<file path="src/rtl/card_regbank_pkg.sv">
package card_regbank_pkg;

    localparam int NCH   = 3;
    localparam int NSLOT = 6;
    localparam int CHW   = $clog2(NCH);

    typedef logic [7:0] byte_t;

    typedef enum logic [3:0] {
        A_CSEL  = 4'h0, A_CCTL  = 4'h1, A_PDAT  = 4'h2, A_UCTL2 = 4'h3,
        A_HOLE  = 4'h4, A_GUARD = 4'h5, A_UCTL1 = 4'h6, A_PWR   = 4'h7,
        A_TCTL  = 4'h8, A_RLD0  = 4'h9, A_RLD1  = 4'hA, A_RLD2  = 4'hB,
        A_STFC  = 4'hC, A_DATA  = 4'hD, A_USTAT = 4'hE, A_HSTAT = 4'hF
    } addr_e;

    typedef struct packed {
        logic       hit;
        logic [2:0] idx;
    } slot_t;

    typedef struct packed {
        logic                       csr;
        logic [NCH-1:0][NSLOT-1:0]  slot;
        logic                       tctl;
        logic [2:0]                 rld;
        logic                       fctl;
        logic                       tx;
    } wr_dec_t;

    localparam byte_t FCTL_MASK = 8'h77;

    function automatic slot_t slot_of(input logic [3:0] a);
        slot_t s;
        s = '0;
        case (a)
            A_CCTL:  s = '{1'b1, 3'd0};
            A_PDAT:  s = '{1'b1, 3'd1};
            A_UCTL2: s = '{1'b1, 3'd2};
            A_GUARD: s = '{1'b1, 3'd3};
            A_UCTL1: s = '{1'b1, 3'd4};
            A_PWR:   s = '{1'b1, 3'd5};
            default: s = '0;
        endcase
        return s;
    endfunction

    function automatic byte_t slot_mask(input int unsigned k);
        case (k)
            0:       return 8'h3F;
            4:       return 8'hEF;
            5:       return 8'h3F;
            default: return 8'hFF;
        endcase
    endfunction

    function automatic logic sel_ok(input logic [NCH-1:0] s);
        return $countones(s) == 1;
    endfunction

    function automatic logic [CHW-1:0] sel_idx(input logic [NCH-1:0] s);
        logic [CHW-1:0] r;
        r = '0;
        for (int i = 0; i < NCH; i++)
            if (s[i]) r = CHW'(i);
        return r;
    endfunction

endpackage

</file>
<file path="src/rtl/card_regbank_dec.sv">
module card_regbank_dec
    import card_regbank_pkg::*;
#(
    parameter logic [NCH-1:0] PWR_CH_MASK = 3'b011
) (
    input  logic           wr_en,
    input  logic [3:0]     addr,
    input  logic [NCH-1:0] sel,
    output wr_dec_t        dec
);

    slot_t          sl;
    logic [CHW-1:0] ch;
    logic           ok;

    always_comb begin
        sl  = slot_of(addr);
        ch  = sel_idx(sel);
        ok  = sel_ok(sel);
        dec = '0;
        if (wr_en) begin
            case (addr)
                A_CSEL:  dec.csr    = 1'b1;
                A_TCTL:  dec.tctl   = 1'b1;
                A_RLD0:  dec.rld[0] = 1'b1;
                A_RLD1:  dec.rld[1] = 1'b1;
                A_RLD2:  dec.rld[2] = 1'b1;
                A_STFC:  dec.fctl   = 1'b1;
                A_DATA:  dec.tx     = 1'b1;
                default: ;
            endcase
            if (sl.hit && ok && (sl.idx != 3'(NSLOT-1) || PWR_CH_MASK[ch]))
                dec.slot[ch][sl.idx] = 1'b1;
        end
    end

endmodule

</file>
<file path="src/rtl/card_regbank_chan.sv">
module card_regbank_chan
    import card_regbank_pkg::*;
#(
    parameter bit    HAS_PWR = 1'b1,
    parameter byte_t PWR_RST = 8'h30
) (
    input  logic                   clk,
    input  logic                   rst,
    input  logic [NSLOT-1:0]       we,
    input  byte_t                  wdata,
    output logic [NSLOT-1:0][7:0]  regs
);

    for (genvar k = 0; k < NSLOT; k++) begin : g_slot
        localparam byte_t MASK = slot_mask(k);
        localparam byte_t RSTV = (k == NSLOT-1) ? PWR_RST : 8'h00;
        if (k == NSLOT-1 && !HAS_PWR) begin : g_absent
            assign regs[k] = '0;
        end else begin : g_reg
            always_ff @(posedge clk) begin
                if (rst)        regs[k] <= RSTV;
                else if (we[k]) regs[k] <= wdata & MASK;
            end
            AST_UNIMPL_BITS_ZERO: assert property (@(posedge clk) disable iff (rst)
                (regs[k] & ~MASK) == 8'h00);
        end
    end

endmodule

</file>
<file path="src/rtl/card_regbank.sv">
module card_regbank
    import card_regbank_pkg::*;
#(
    parameter byte_t CSR_RST    = 8'h30,
    parameter byte_t PWR_RST    = 8'h30,
    parameter byte_t STAT_C_RST = 8'h50,
    parameter byte_t STAT_E_RST = 8'h00,
    parameter byte_t STAT_F_RST = 8'h10
) (
    input  logic                           clk,
    input  logic                           rst,
    input  logic                           wr_en,
    input  logic                           rd_en,
    input  logic [3:0]                     addr,
    input  logic [7:0]                     wdata,
    output logic [7:0]                     rdata,
    input  logic                           rx_load,
    input  logic [7:0]                     rx_data_in,
    input  logic                           hw_upd,
    input  logic [7:0]                     stat_c_in,
    input  logic [7:0]                     stat_e_in,
    input  logic [7:0]                     stat_f_in,
    output logic [7:0]                     csr_o,
    output logic [NCH-1:0][NSLOT-1:0][7:0] chan_regs,
    output logic [7:0]                     tctl_o,
    output logic [23:0]                    reload_o,
    output logic [7:0]                     fctl_o,
    output logic [7:0]                     tx_o
);

    localparam logic [NCH-1:0] PWR_CH_MASK = 3'b011;

    wr_dec_t dec;
    byte_t   rx_q, st_c, st_e, st_f, rd_mux;

    card_regbank_dec #(.PWR_CH_MASK(PWR_CH_MASK)) u_dec (
        .wr_en (wr_en),
        .addr  (addr),
        .sel   (csr_o[NCH-1:0]),
        .dec   (dec)
    );

    for (genvar c = 0; c < NCH; c++) begin : g_chan
        card_regbank_chan #(.HAS_PWR(PWR_CH_MASK[c]), .PWR_RST(PWR_RST)) u_chan (
            .clk   (clk),
            .rst   (rst),
            .we    (dec.slot[c]),
            .wdata (wdata),
            .regs  (chan_regs[c])
        );
    end

    always_ff @(posedge clk) begin
        if (rst) begin
            csr_o    <= CSR_RST;
            tctl_o   <= '0;
            reload_o <= '0;
            fctl_o   <= '0;
            tx_o     <= '0;
        end else begin
            if (dec.csr)    csr_o          <= wdata;
            if (dec.tctl)   tctl_o         <= wdata;
            if (dec.rld[0]) reload_o[7:0]  <= wdata;
            if (dec.rld[1]) reload_o[15:8] <= wdata;
            if (dec.rld[2]) reload_o[23:16]<= wdata;
            if (dec.fctl)   fctl_o         <= wdata & FCTL_MASK;
            if (dec.tx)     tx_o           <= wdata;
        end
    end

    always_ff @(posedge clk) begin
        if (rst) begin
            rx_q <= '0;
            st_c <= STAT_C_RST;
            st_e <= STAT_E_RST;
            st_f <= STAT_F_RST;
        end else begin
            if (rx_load) rx_q <= rx_data_in;
            if (hw_upd) begin
                st_c <= stat_c_in;
                st_e <= stat_e_in;
                st_f <= stat_f_in;
            end
        end
    end

    slot_t rsl;
    always_comb begin
        rsl    = slot_of(addr);
        rd_mux = '0;
        case (addr)
            A_CSEL:  rd_mux = csr_o;
            A_TCTL:  rd_mux = tctl_o;
            A_STFC:  rd_mux = st_c;
            A_DATA:  rd_mux = rx_q;
            A_USTAT: rd_mux = st_e;
            A_HSTAT: rd_mux = st_f;
            default: begin
                if (rsl.hit && sel_ok(csr_o[NCH-1:0]))
                    rd_mux = chan_regs[sel_idx(csr_o[NCH-1:0])][rsl.idx];
            end
        endcase
    end

    always_ff @(posedge clk) begin
        if (rst) rdata <= '0;
        else     rdata <= rd_en ? rd_mux : 8'h00;
    end

    AST_BANK_WR_ONEHOT: assert property (@(posedge clk) disable iff (rst)
        $onehot0(dec.slot));
    AST_BADSEL_NO_BANK_WR: assert property (@(posedge clk) disable iff (rst)
        !sel_ok(csr_o[NCH-1:0]) |=> $stable(chan_regs));
    AST_PWR_C_IGNORED: assert property (@(posedge clk) disable iff (rst)
        (wr_en && addr == A_PWR && csr_o[NCH-1:0] == 3'b100)
        |=> $stable(chan_regs[0][NSLOT-1]) && $stable(chan_regs[1][NSLOT-1]));
    AST_WO_READ_ZERO: assert property (@(posedge clk) disable iff (rst)
        (rd_en && (addr == A_RLD0 || addr == A_RLD1 || addr == A_RLD2))
        |=> rdata == 8'h00);
    AST_STATUS_HOST_WR_IGNORED: assert property (@(posedge clk) disable iff (rst)
        (wr_en && addr == A_HSTAT && !hw_upd) |=> $stable(st_f));
    AST_IDLE_RDATA_ZERO: assert property (@(posedge clk) disable iff (rst)
        !rd_en |=> rdata == 8'h00);

endmodule

</file>
<file path="config.mk">
export PLATFORM = sky130hd
export DESIGN_NAME = card_regbank
export DESIGN_NICKNAME = d
export VERILOG_FILES = /design/src/rtl/card_regbank_pkg.sv /design/src/rtl/card_regbank_dec.sv /design/src/rtl/card_regbank_chan.sv /design/src/rtl/card_regbank.sv
export SDC_FILE = /design/constraint.sdc
export NUM_CORES = 1
export LEC_CHECK = 0
export CAP_MARGIN = 20
export CORE_UTILIZATION = 25
export DETAILED_ROUTE_END_ITERATION = 7
export MAX_ROUTING_LAYER = met4
export PLACE_DENSITY = 0.53
export SLEW_MARGIN = 20
export SYNTH_ARGS = -nofsm -noshare
export SYNTH_HDL_FRONTEND = slang
export SYNTH_HIERARCHICAL = 1
export SYNTH_SLANG_ARGS = --single-unit
</file>
<file path="constraint.sdc">
create_clock -name clk -period 2.41 [get_ports clk]
set_clock_uncertainty 0.05 [all_clocks]
set_input_delay 0.482 -clock clk [delete_from_list [all_inputs] [get_ports clk]]
set_output_delay 0.482 -clock clk [all_outputs]
set_load 0.05 [all_outputs]
</file>
# ---- After elaboration in Yosys (flattened, before gate mapping)
# Index checks and enable logic that the tools add are counted.
dict set report word_totals {
  register_bits 217
  ram_bits 0
  latch_bits 0
  wordCells 87
  rom_bits 0
  memories 0
}
dict set report classes {
  div 0
  n_lt_le_gt_ge 5
  bitwise_logic 1
  addsub 2
  shifts 0
  n_eq_ne 16
  reduce_logical 8
  multipliers 0
  muxes 26
}
# operator n
set ops {}
lappend ops {{$bmux 48 s2} 1}
lappend ops {{$mux 48} 1}
lappend ops {{$pmux 8 s6} 1}
lappend ops {{$eq 32x2->1 const B} 1}
lappend ops {{$eq 4x4->1 const B} 8}
lappend ops {{$mux 25} 1}
lappend ops {{$bmux 8 s3} 1}
lappend ops {{$pmux 4 s6} 1}
lappend ops {{$mux 18} 1}
lappend ops {{$mux 8} 2}
lappend ops {{$demux 6 s2} 1}
lappend ops {{$eq 4x3->1 const B} 3}
lappend ops {{$mux 1} 10}
lappend ops {{$eq 4x2->1 const B} 2}
lappend ops {{$lt 2x3->1 const B} 2}
lappend ops {{$mux 2} 3}
lappend ops {{$mux 6} 1}
lappend ops {{$reduce_or 6->1} 1}
lappend ops {{$eq 4x1->1 const B} 1}
lappend ops {{$logic_and 1x1->1} 4}
lappend ops {{$logic_not 4->1} 1}
lappend ops {{$lt 3x4->1 const B} 1}
lappend ops {{$add 2x1->3} 1}
lappend ops {{$demux 1 s3} 1}
lappend ops {{other kinds (8)} 8}

# ---- Logic depth before layout (Yosys ltp)
# Gate-level depths: netlist (run 1).
dict set report logic_depth {
  word_depth 12
  ltp_mapped 10
  mapped_depth_nobuf 7
}

# ---- Modules after synthesis
# Netlist (run 1), hierarchy kept.
# module instances area_each_um2 cells_each seq_area_each_um2
set by_module_without_submodules {}
lappend by_module_without_submodules {card_regbank 1 5243.8 557 1881.8}
lappend by_module_without_submodules {{card_regbank_chan (g_chan[0].u_chan ...)} 2 1587.8 146 860.8}
lappend by_module_without_submodules {{card_regbank_chan (g_chan[2].u_chan)} 1 1436.4 132 740.7}
lappend by_module_without_submodules {card_regbank_dec 1 377.9 57 0.0}

# ---- Worst setup path after synthesis (run 1)
# OpenSTA, ideal clock, no wires.
dict set report synth_timing {
  path_kind {reg2reg}
  start {reg csr_o[2]}
  end {reg g_chan[1].u_chan/regs[45] in the netlist's numbering}
  n_path_buf 3
  path_stages_with_launch 10
  period_less_slack_ns 2.809
  setup_time_ns 0.120
  t_required_ns 2.240
  setup_slack_ns -0.399
  t_arrival_ns 2.640
  cell_sequence {dfxtp_1 -> inv_1 -> fa_1 -> or3b_1 -> buf_2 -> buf_6 -> nor4_1 -> buf_6 -> nor2b_1 -> a211o_1}
}
# item line
set synth_lines {}
lappend synth_lines {{start: declaration} card_regbank.sv:23} ;# output logic [7:0] csr_o,
lappend synth_lines {{start signal: assignment} card_regbank.sv:61} ;# if (dec.csr) csr_o <= wdata;
lappend synth_lines {{end signal: indexed assignment} card_regbank_chan.sv:22} ;# else if (we[k]) regs[k] <= wdata & MASK;
lappend synth_lines {{end: declaration} card_regbank_chan.sv:11} ;# output logic [NSLOT-1:0][7:0] regs

==> reports/results.tsv, run 1 <==
stage	metric	value	unit
clocking	H-tree depth	1	
sta	FMAX	417.6	MHz
power	Sw Pwr	2259	µW
placed_design	worst slack, placed	-0.7584	ns
critical_path	Reg2Reg Depth	8	
run	Max-Cap Viols	0	
sta	Finish-stage setup viols	0	
final_layout	fillers	4089	
critical_path	FF-to-FF setup slack	0.02	ns
final_layout	share of cells above drive strength 1	0.1627	
sta	Worst-Margin Slew	1.054	ns
critical_path	worst path required time	2.77	ns
sta	max_slew headroom	0.2971	
sta	RSZ-0062 raised after global routing	yes	
power	sw frac	0.2514	
placed_design	port bufs	234	
synthesis	Post-Synthesis Cells	1036	
grt	first-pass GRT wire length	56530	µm
die	die height	204.2	µm
die	Initial Utilization	0.2555	
placed_design	DP Cell Count	1789	
clocking	# hold bufs at CTS	0	
die	core area	40010	µm²
worst_hold_path	HP Class	primary input to flop	
clocking	Clk Latency, worst-skew pair	0.56	ns
drt	Detailed Routing Iterations Pass 1	7	
power	combinational group share of total power	0.089	
grt	gr usage total	0.1895	
run_status	status	finished clean	
final_layout	post-route cell area	14610	µm²
grt	initial antenna violation count	8	
grt	largest net degree at the start of global routing	91	
clocking	CTS Buf Count	28	
drt	via count	8701	
sta	final worst path period need	2.395	ns
worst_hold_path	hold path endpoint	rdata[2]	
power	register share of total power	0.408	
drt	Iter 0 DRT Violations	610	
drt	# DRC	0	
grt	grt total ovfl	0	
sta	setup total negative slack	0	ns
worst_hold_path	hold wc startpoint	rst	
die	# rows	73	
placed_design	post-detail-place hpwl	28100	µm
synthesis	Avg Cell Area, Syn	9.867	µm²
critical_path	worst r2r dst	g_chan[0].u_chan/regs[27]	
placed_design	Placed Area	13400	µm²
critical_path	critical path class	flop to flop	
sta	Max Slew Vio Count	0	
worst_hold_path	hold depth	4	
critical_path	Crit. End Element	flop	
die	Die ar.	41700	µm²
final_layout	final std cells w/o fill	1848	
critical_path	crit path launch type	flop	
die	IO Pins	258	
final_layout	Layout area overhead	42.93	%
synthesis	Netlist Area Pre-Place	10220	µm²
critical_path	CP arrival	2.76	ns
drt	wire length per cell	21.24	µm
power	VDD IR max	0.0004850	V
sta	Final WS setup	0.01521	ns
die	Die Span X	204.2	µm
grt	vias in the first global route	8425	
power	clock share of power	0.503	
clocking	clock buffer depth	3	
power	pwr/cell area	615.1	nW/µm²
drt	routed vias/inst	4.708	
sta	Final Hold Fails	0	
synthesis	synth warn	6	
clocking	CTS Root Cell	clkbuf_16	
drt	DRT Wirelength	39260	µm
critical_path	CP max FO	9	
clocking	CTS tree	built	
power	Power Internal	6727	µW
drt	Post-DRT Antenna Nets	0	
sta	period utilisation layout	0.9937	
placed_design	gpl congestion	0.8595	
critical_path	Reg-to-Reg Start	csr_o[1]	
final_layout	Final #Nets	1347	
clocking	clk slew on worst S/H paths	0.06	ns
clocking	CTS sink count	217	
power	leakage power	0.005255	µW
==> layout by cell type, fill, tap and decap left out, types with 14 or more instances in the layout <==
cell and count:
nor2_1 208, conb_1 23, nand2_1 37, mux2_2 35, buf_4 72, clkbuf_16 29, mux2i_1 240, a22oi_1 14
clkdlybuf4s50_1 223, dfxtp_1 214
==> state kept, by name (all words and copies together), names as in the netlist <==
name                flops
fctl_o                  6
csr_o                   8
g_chan.u_chan/regs    123
rx_q                    8
st_e                    8
tctl_o                  8
st_c                    8
tx_o                    8
st_f                    8
rdata                   8
reload_o               24
==> power groups by stage <==
| stage | Sequential (µW) | Combinational, µW | Clock, µW |
|---|---|---|---|
| final | 3670 | 798 | 4520 |
| after global routing | 3670 | 846 | 4800 |
| after CTS | 3660 | 778 | 4660 |
| after detailed placement | 3740 | 771 | 0 |
| after global placement | 3740 | 768 | 0 |
| after floorplan | 3780 | 417 | 0 |
==> critical path, stage by stage (launching register included) <==
cell and delay (ns):
dfxtp_4 0.35, inv_1 0.05, fa_1 0.45, or3b_4 0.41, buf_8 0.17, nor4_4 0.26
buf_6 0.22, mux2i_1 0.23, nor2_1 0.05
==> metal layers <==
metal | vias to the layer above | routed length (µm) | GRT usage
met2 | 338 | 17460 | 0.2839
met3 | 41 | 3249 | 0.05054
met4 | 0 | 777 | 0.04904
met5 | - | 0 | -
met1 | 4182 | 17770 | 0.2504
li1 | 4140 | - | -
==> worst max path at each step <==
stage                                    startpoint                         to  slack, ns  cells after the start
after floorplan                            csr_o[0]  g_chan[1].u_chan/regs[22]     -0.008                      9
after global placement                      addr[3]                   rdata[3]      -0.82                      6
after detailed placement                    addr[1]                   rdata[3]      -0.76                      6
after CTS                 g_chan[1].u_chan/regs[38]              chan_regs[86]      0.004                      1
after global routing                       csr_o[2]  g_chan[1].u_chan/regs[30]      -0.06                      8
final                                      csr_o[1]  g_chan[0].u_chan/regs[27]       0.02                      8
==> stage by stage <==
step           hold slack, ns  power, µW    util
2_1_floorplan          0.4044       4195       -
6_report               0.4307       8986  0.3652
4_1_cts                0.3886       9105  0.3619
3_5_place_dp           0.4309       4514  0.3349
3_3_place_gp           0.4176       4512  0.3349
5_1_grt                0.4122       9316  0.3652
==> timing repair <==
| item | 4_1_cts | 5_1_grt |
|---|---|---|
| endpoints found under the hold margin | 0 | 0 |
| setup endpoints to repair | 48 | 78 |
| pin swaps | 1 | 5 |
| buffers inserted | 0 | 1 |
| gates resized for setup | 18 | 20 |
==> final cells by class <==
cell class                      count  area, µm²  area share
Multi-Input combinational cell    719       5396      0.3694
Sequential cell                   217       4355      0.2981
Timing Repair Buffer              323       3149      0.2156
Clock buffer                       37      815.8     0.05584
Tap cell                          525      656.9     0.04496
Clock inverter                     13      193.9     0.01327
Inverter                            6      22.52    0.001541
Antenna cell                        8      20.02    0.001370
No activity file was read; power rests on OpenSTA's default activity.
==> run 2: changes to the inputs <==
--- a/config.mk
+++ b/config.mk
@@ -14,4 +14,3 @@
 export SYNTH_ARGS = -nofsm -noshare
 export SYNTH_HDL_FRONTEND = slang
-export SYNTH_HIERARCHICAL = 1
 export SYNTH_SLANG_ARGS = --single-unit
==> constraint.sdc (replaced) <==
create_clock -name clk -period 2.41 [get_ports clk]
set_clock_uncertainty 0.05 [all_clocks]
set_input_delay 0.241 -clock clk [delete_from_list [all_inputs] [get_ports clk]]
set_output_delay 0.241 -clock clk [all_outputs]
set_load 0.05 [all_outputs]
==> reports/results.tsv, run 2 <==
stage	metric	value	unit	change
run_status	status	complete, but fails checks		
run_status	violated checks	setup timing		
die	# rows	71		-2.7%
synthesis	Post-synth EDFFs	0		
run	Max-Cap Viols	0		unchanged
critical_path	delay of the slowest critical-path stage	0.58	ns	+0.13 ns
power	Sw Pwr	2100	µW	-7.0%
critical_path	crit path buf inv count	2		-1
clocking	CTS Root Cell	clkbuf_16		
synthesis	Synth area leaders	dfxtp_1, mux2i_1, nor2_1		
drt	routed vias/inst	4.588		-2.6%
placed_design	gpl congestion	0.8741		+1.7%
final_layout	fillers	3798		-7.1%
final_layout	biggest regs	g_chan.u_chan.regs x123, reload_o x24		
grt	grt total ovfl	0		unchanged
final_layout	max FFs per register	123		unchanged
grt	initial antenna violation count	0		-8
die	Die Span X	199.3	µm	-2.4%
die	core area	37930	µm²	-5.2%
synthesis	Post-synth top flop	dfxtp_1		
die	die height	199.3	µm	-2.4%
clocking	H-tree depth	1		unchanged
drt	Iter 0 DRT Violations	342		-44%
grt	vias in the first global route	8384		-0.49%
placed_design	worst slack, placed	-0.2540	ns	+0.5044 ns
placed_design	port bufs	234		unchanged
drt	DRT Wirelength	37160	µm	-5.3%
synthesis	Netlist Area Pre-Place	9727	µm²	-4.8%
clocking	Clk Latency, worst-skew pair	0.55	ns	about the same
die	IO Pins	258		unchanged
power	leakage power	0.005719	µW	+8.8%
sta	Max Slew Vio Count	0		unchanged
synthesis	post-synthesis cell type count	57		
synthesis	synth cell count leaders	dfxtp_1, mux2i_1, nor2_1, nand2_1, clkbuf_1		
power	pwr/cell area	576.2	nW/µm²	-6.3%
sta	RSZ-0062 raised after global routing	yes		
drt	Post-DRT Antenna Nets	0		unchanged
synthesis	most numerous cell in the Yosys netlist	dfxtp_1		
sta	Worst-Margin Slew	0.7054	ns	-0.3489 ns
clocking	CTS Buf Count	27		-3.6%
final_layout	most common cell after layout, fill and taps aside	clkdlybuf4s50_1		
sta	final worst path period need	2.628	ns	+0.2328 ns
drt	Detailed Routing Iterations Pass 1	5		-2
critical_path	critical path's slowest cell	or4_4		
clocking	clk slew on worst S/H paths	0.06	ns	about the same
sta	period utilisation layout	1.090		+0.09660
final_layout	share of cells above drive strength 1	0.1882		+0.02542
critical_path	worst path cell trace	clkinv_4 -> fa_1 -> or3b_4 -> or4_4 -> nor2_4 -> buf_12 -> mux2i_1 -> nor2_1		
placed_design	post-detail-place hpwl	26290	µm	-6.4%
grt	gr usage total	0.1899		+0.0003660
sta	Final Hold Fails	0		unchanged
grt	largest net degree at the start of global routing	151		+66%
power	clock share of power	0.471		-0.032
clocking	CTS tree	built		
final_layout	Final #Nets	1365		+1.3%
final_layout	Layout area overhead	48.84	%	
power	Power Internal	6241	µW	-7.2%
power	combinational group share of total power	0.090		about the same
grt	first-pass GRT wire length	54380	µm	-3.8%
sta	FMAX	380.6	MHz	-8.9%
final_layout	register bank with the most flops	g_chan.u_chan.regs		
drt	via count	8465		-2.7%
synthesis	Avg Cell Area, Syn	9.621	µm²	-2.5%
power	register share of total power	0.439		+0.031
synthesis	Yosys reg bits	217		
synthesis	Post-synth ARST share	0		
critical_path	CP max FO	6		-3
critical_path	CP arrival	2.97	ns	+0.21 ns
sta	Final WS setup	-0.2176	ns	-0.2328 ns
clocking	CTS sink count	217		unchanged
synthesis	Synth top area share	0.4466		
drt	wire length per cell	20.14	µm	-5.2%
clocking	clock buffer depth	3		unchanged
final_layout	antenna fix cells	0		-8
sta	max_slew headroom	0.5297		+0.2326
critical_path	crit path launch type	flop		
critical_path	worst path required time	2.75	ns	-0.02 ns
die	Die ar.	39700	µm²	-4.8%
synthesis	sequential element share of the synthesized area	0.4466		
sta	Finish-stage setup viols	79		+79
synthesis	Synth area leader	dfxtp_1		
power	sw frac	0.2518		+0.0003765
die	Initial Utilization	0.2564		+0.0009037
power	VDD IR max	0.0004457	V	-8.1%
final_layout	most frequent cells in the layout	clkdlybuf4s50_1, dfxtp_1, mux2i_1, nor2_1, buf_4		
critical_path	critical path class	flop to flop		
synthesis	synth warn	0		-6
worst_hold_path	HP Class	primary input to flop		
clocking	# hold bufs at CTS	0		unchanged
final_layout	Final Util	0.3817		+0.01646
critical_path	CP top delay family	simple AND/OR/NAND/NOR gates		
final_layout	FF/Latch Area	4353	µm²	about the same
critical_path	Crit. End Element	flop		
drt	# DRC	0		unchanged
final_layout	area occupied by multi-input gates	5172	µm²	-4.2%
synthesis	Post-Synthesis Cells	1011		-2.4%
==> run 2: worst paths after layout <==
kind             from  slack, ns                        end  cells past startpoint
min reg2reg  csr_o[7]       0.43                   csr_o[7]                      2
max reg2reg  csr_o[2]      -0.22  g_chan[0].u_chan.regs[29]                      8
max          csr_o[2]      -0.22  g_chan[0].u_chan.regs[29]                      8
min               rst       0.22                  tctl_o[2]                      3
==> run 2: stage by stage <==
step / TNS (ns) / std cells / total power [µW] / hold slack, ns / cell area [µm²]
5_1_grt: -14.63 / 1845 / 8631 / 0.2555 / 14480
4_1_cts: -6.650 / 1845 / 8435 / 0.2287 / 14340
3_5_place_dp: -21.92 / 1792 / 4478 / 0.4181 / 13380
3_3_place_gp: -25.61 / 1792 / 4476 / 0.4204 / 13380
6_report: -8.216 / 1845 / 8342 / 0.2199 / 14480
2_1_floorplan: -44.00 / 1033 / 4178 / 0.3134 / 9882
==> run 2: repair_timing <==
action / CTS / global route
setup endpoints to repair: 101 / 98
pin swaps: 4 / 9
cloned: 1 / 0
gates resized for setup: 14 / 43
endpoints found under the hold margin: 0 / 0
setup buffers: 3 / 4
==> run 2: per-layer routing <==
layer	vias up	part of all wire	track usage
met4	0	0.020	0.04188
li1	4083	-	-
met5	-	0	-
met1	4103	0.45	0.2493
met3	41	0.046	0.02515
met2	238	0.48	0.3095
==> run 2: logic make-up after synthesis <==
| group | share of synthesized area |
|---|---|
| buf+inv | 0.05223 |
| xor+xnor | 0.001801 |
| flops | 0.4466 |
| other cells | 0.0003855 |
| mux | 0.2667 |
| fa+ha+maj | 0.002058 |
| compound gates | 0.07384 |
| simple gates | 0.1564 |
==> run 2: power by group through the flow <==
stage               sequential, µW  clock [µW]  combinational [µW]
floorplan                     3780           0                 399
global placement              3740           0                 738
detailed placement            3740           0                 738
CTS                           3660        4030                 747
global route                  3670        4160                 803
finish                        3660        3930                 753
==> run 2: area by class of cell <==
type	count	area share
timing repair buffer	353	0.2377
sequential	217	0.3007
inverter	3	0.001296
clock inverter	8	0.005185
tap	511	0.04416
clock buffer	41	0.05376
multi-input combinational	712	0.3573
==> run 2: worst reg2reg max path, stage by stage, from the launching register on <==
cell,delay [ns]
dfxtp_4,0.36
clkinv_4,0.05
fa_1,0.47
or3b_4,0.40
or4_4,0.58
nor2_4,0.18
buf_12,0.14
mux2i_1,0.20
nor2_1,0.05
==> run 3: changes to the inputs <==
CORE_ASPECT_RATIO = 0.75   (was not set)
==> reports/results.tsv, run 3 (synthesized netlist as in run 2, its figures left out) <==
stage	metric	value	unit	change
sta	FMAX	396.1	MHz	+4.1%
final_layout	most frequent cells in the layout	clkdlybuf4s50_1, dfxtp_1, nor2_1, mux2i_1, buf_4		
power	pwr/cell area	563.4	nW/µm²	-2.2%
sta	final worst path period need	2.525	ns	-0.1029 ns
sta	setup total negative slack	-3.407	ns	+4.809 ns
drt	Detailed Routing Iterations Pass 1	5		unchanged
grt	largest net degree at the start of global routing	105		-30%
die	core area	38320	µm²	+1.0%
clocking	CTS Buf Count	25		-7.4%
clocking	CTS sink count	217		unchanged
sta	hold slack	0.1814	ns	-0.03848 ns
placed_design	gpl congestion	0.8470		-3.1%
worst_hold_path	hold wc startpoint	rst		
grt	grt total ovfl	0		unchanged
critical_path	critical path class	flop to flop		
sta	RSZ-0062 raised after global routing	yes		
clocking	# hold bufs at CTS	0		unchanged
die	die height	172.8	µm	-13%
sta	period utilisation layout	1.048		-0.04270
grt	gr usage total	0.1946		+0.004745
grt	vias in the first global route	8516		+1.6%
drt	Post-DRT Antenna Nets	0		unchanged
critical_path	CP max FO	8		+2
clocking	Clk Latency, worst-skew pair	0.55	ns	about the same
drt	wire length per cell	20.77	µm	+3.1%
drt	via count	8508		+0.51%
sta	Max Slew Vio Count	0		unchanged
final_layout	register bank with the most flops	g_chan.u_chan.regs		
placed_design	port bufs	234		unchanged
sta	Finish-stage setup viols	63		-20%
die	IO Pins	258		unchanged
final_layout	Final #Nets	1363		-0.15%
grt	initial antenna violation count	0		unchanged
die	# rows	62		-13%
clocking	clock buffer depth	3		unchanged
placed_design	post-detail-place hpwl	27270	µm	+3.7%
final_layout	antenna fix cells	0		unchanged
grt	first-pass GRT wire length	56990	µm	+4.8%
run	Max-Cap Viols	0		unchanged
die	Die Span X	229.8	µm	+15%
power	leakage power	0.005717	µW	about the same
worst_hold_path	HP Class	primary input to flop		
critical_path	worst path required time	2.75	ns	about the same
final_layout	Layout area overhead	49.38	%	
drt	DRT Wirelength	38250	µm	+2.9%
critical_path	Crit. End Element	flop		
drt	Iter 0 DRT Violations	474		+39%
critical_path	crit path launch type	flop		
die	Initial Utilization	0.2538		-0.002604
placed_design	worst slack, placed	-0.2514	ns	+0.002603 ns
clocking	H-tree depth	1		unchanged
final_layout	max FFs per register	123		unchanged
final_layout	share of cells above drive strength 1	0.1955		+0.007333
drt	# DRC	0		unchanged
critical_path	CP Launch Point	csr_o[2]		
final_layout	biggest regs	g_chan.u_chan.regs x123, reload_o x24		
power	VDD IR max	0.0003852	V	-14%
clocking	clk slew on worst S/H paths	0.06	ns	about the same
critical_path	Reg-to-Reg Start	csr_o[2]		
drt	routed vias/inst	4.619		+0.67%
sta	Final WS setup	-0.1147	ns	+0.1029 ns
sta	max_slew headroom	0.4476		-0.08210
critical_path	CP arrival	2.87	ns	-0.10 ns
sta	Worst-Margin Slew	0.8286	ns	+0.1232 ns
sta	Final Hold Fails	0		unchanged
clocking	CTS Root Cell	clkbuf_16		
clocking	CTS tree	built		
final_layout	most common cell after layout, fill and taps aside	clkdlybuf4s50_1		
run_status	violated checks	setup timing		
run_status	status	complete, but fails checks		
die	Die ar.	39710	µm²	about the same
final_layout	fillers	3873		+2.0%
==> run 3: final timing paths <==
check,cells after the start,slack [ns],endpoint
max,10,-0.11,g_chan[2].u_chan.regs[25]
max reg2reg,10,-0.11,g_chan[2].u_chan.regs[25]
min reg2reg,2,0.43,csr_o[7]
min,3,0.18,g_chan[1].u_chan.regs[30]
==> run 3: power breakdown <==
group / internal [µW] / leakage, µW / switching [µW]
sequential: 3630 / 0.00176 / 27.8
clock: 2180 / 0.000397 / 1580
combinational: 284 / 0.00356 / 479
==> run 3: metrics by stage <==
stage,total power [µW],instance area (µm²),util,instances
2_1_floorplan,4178,9882,-,1033
3_3_place_gp,4481,13390,0.3493,1789
3_5_place_dp,4486,13390,0.3493,1789
4_1_cts,8276,14300,0.3732,1837
5_1_grt,8492,14530,0.3792,1842
6_report,8186,14530,0.3792,1842
==> run 3: timing repair <==
action                     in CTS  in global routing
gates resized for setup        18                 51
buffers inserted                3                  8
setup endpoints to repair     100                101
pin swaps                       9                 20
cloned                          0                  1
==> run 3: critical path, stage by stage, from the launching register on <==
cell,delay (ns)
dfxtp_4,0.36
clkinv_4,0.05
fa_1,0.47
or3b_4,0.42
buf_6,0.15
nor3_4,0.27
buf_6,0.17
nand3_4,0.08
buf_12,0.16
mux2i_4,0.15
nor2_1,0.05
==> run 3: cell type report <==
cell class,count,area [µm²],share of cell area
clock buffers,37,720.7,0.04960
repair buffers,353,3508,0.2415
inverters,3,18.77,0.001292
flip-flops and latches,217,4353,0.2996
well taps,512,640.6,0.04409
clock inverters,8,76.32,0.005253
multi-input cells,712,5213,0.3587
==> run 3: routing by layer <==
metal,routed length [µm],share of wire,global-route usage,vias up
li1,-,-,-,4071
met1,18480,0.48,0.2718,4160
met2,16930,0.44,0.2910,236
met3,2278,0.060,0.04172,41
met4,556,0.015,0.03173,0
met5,0,0,-,-
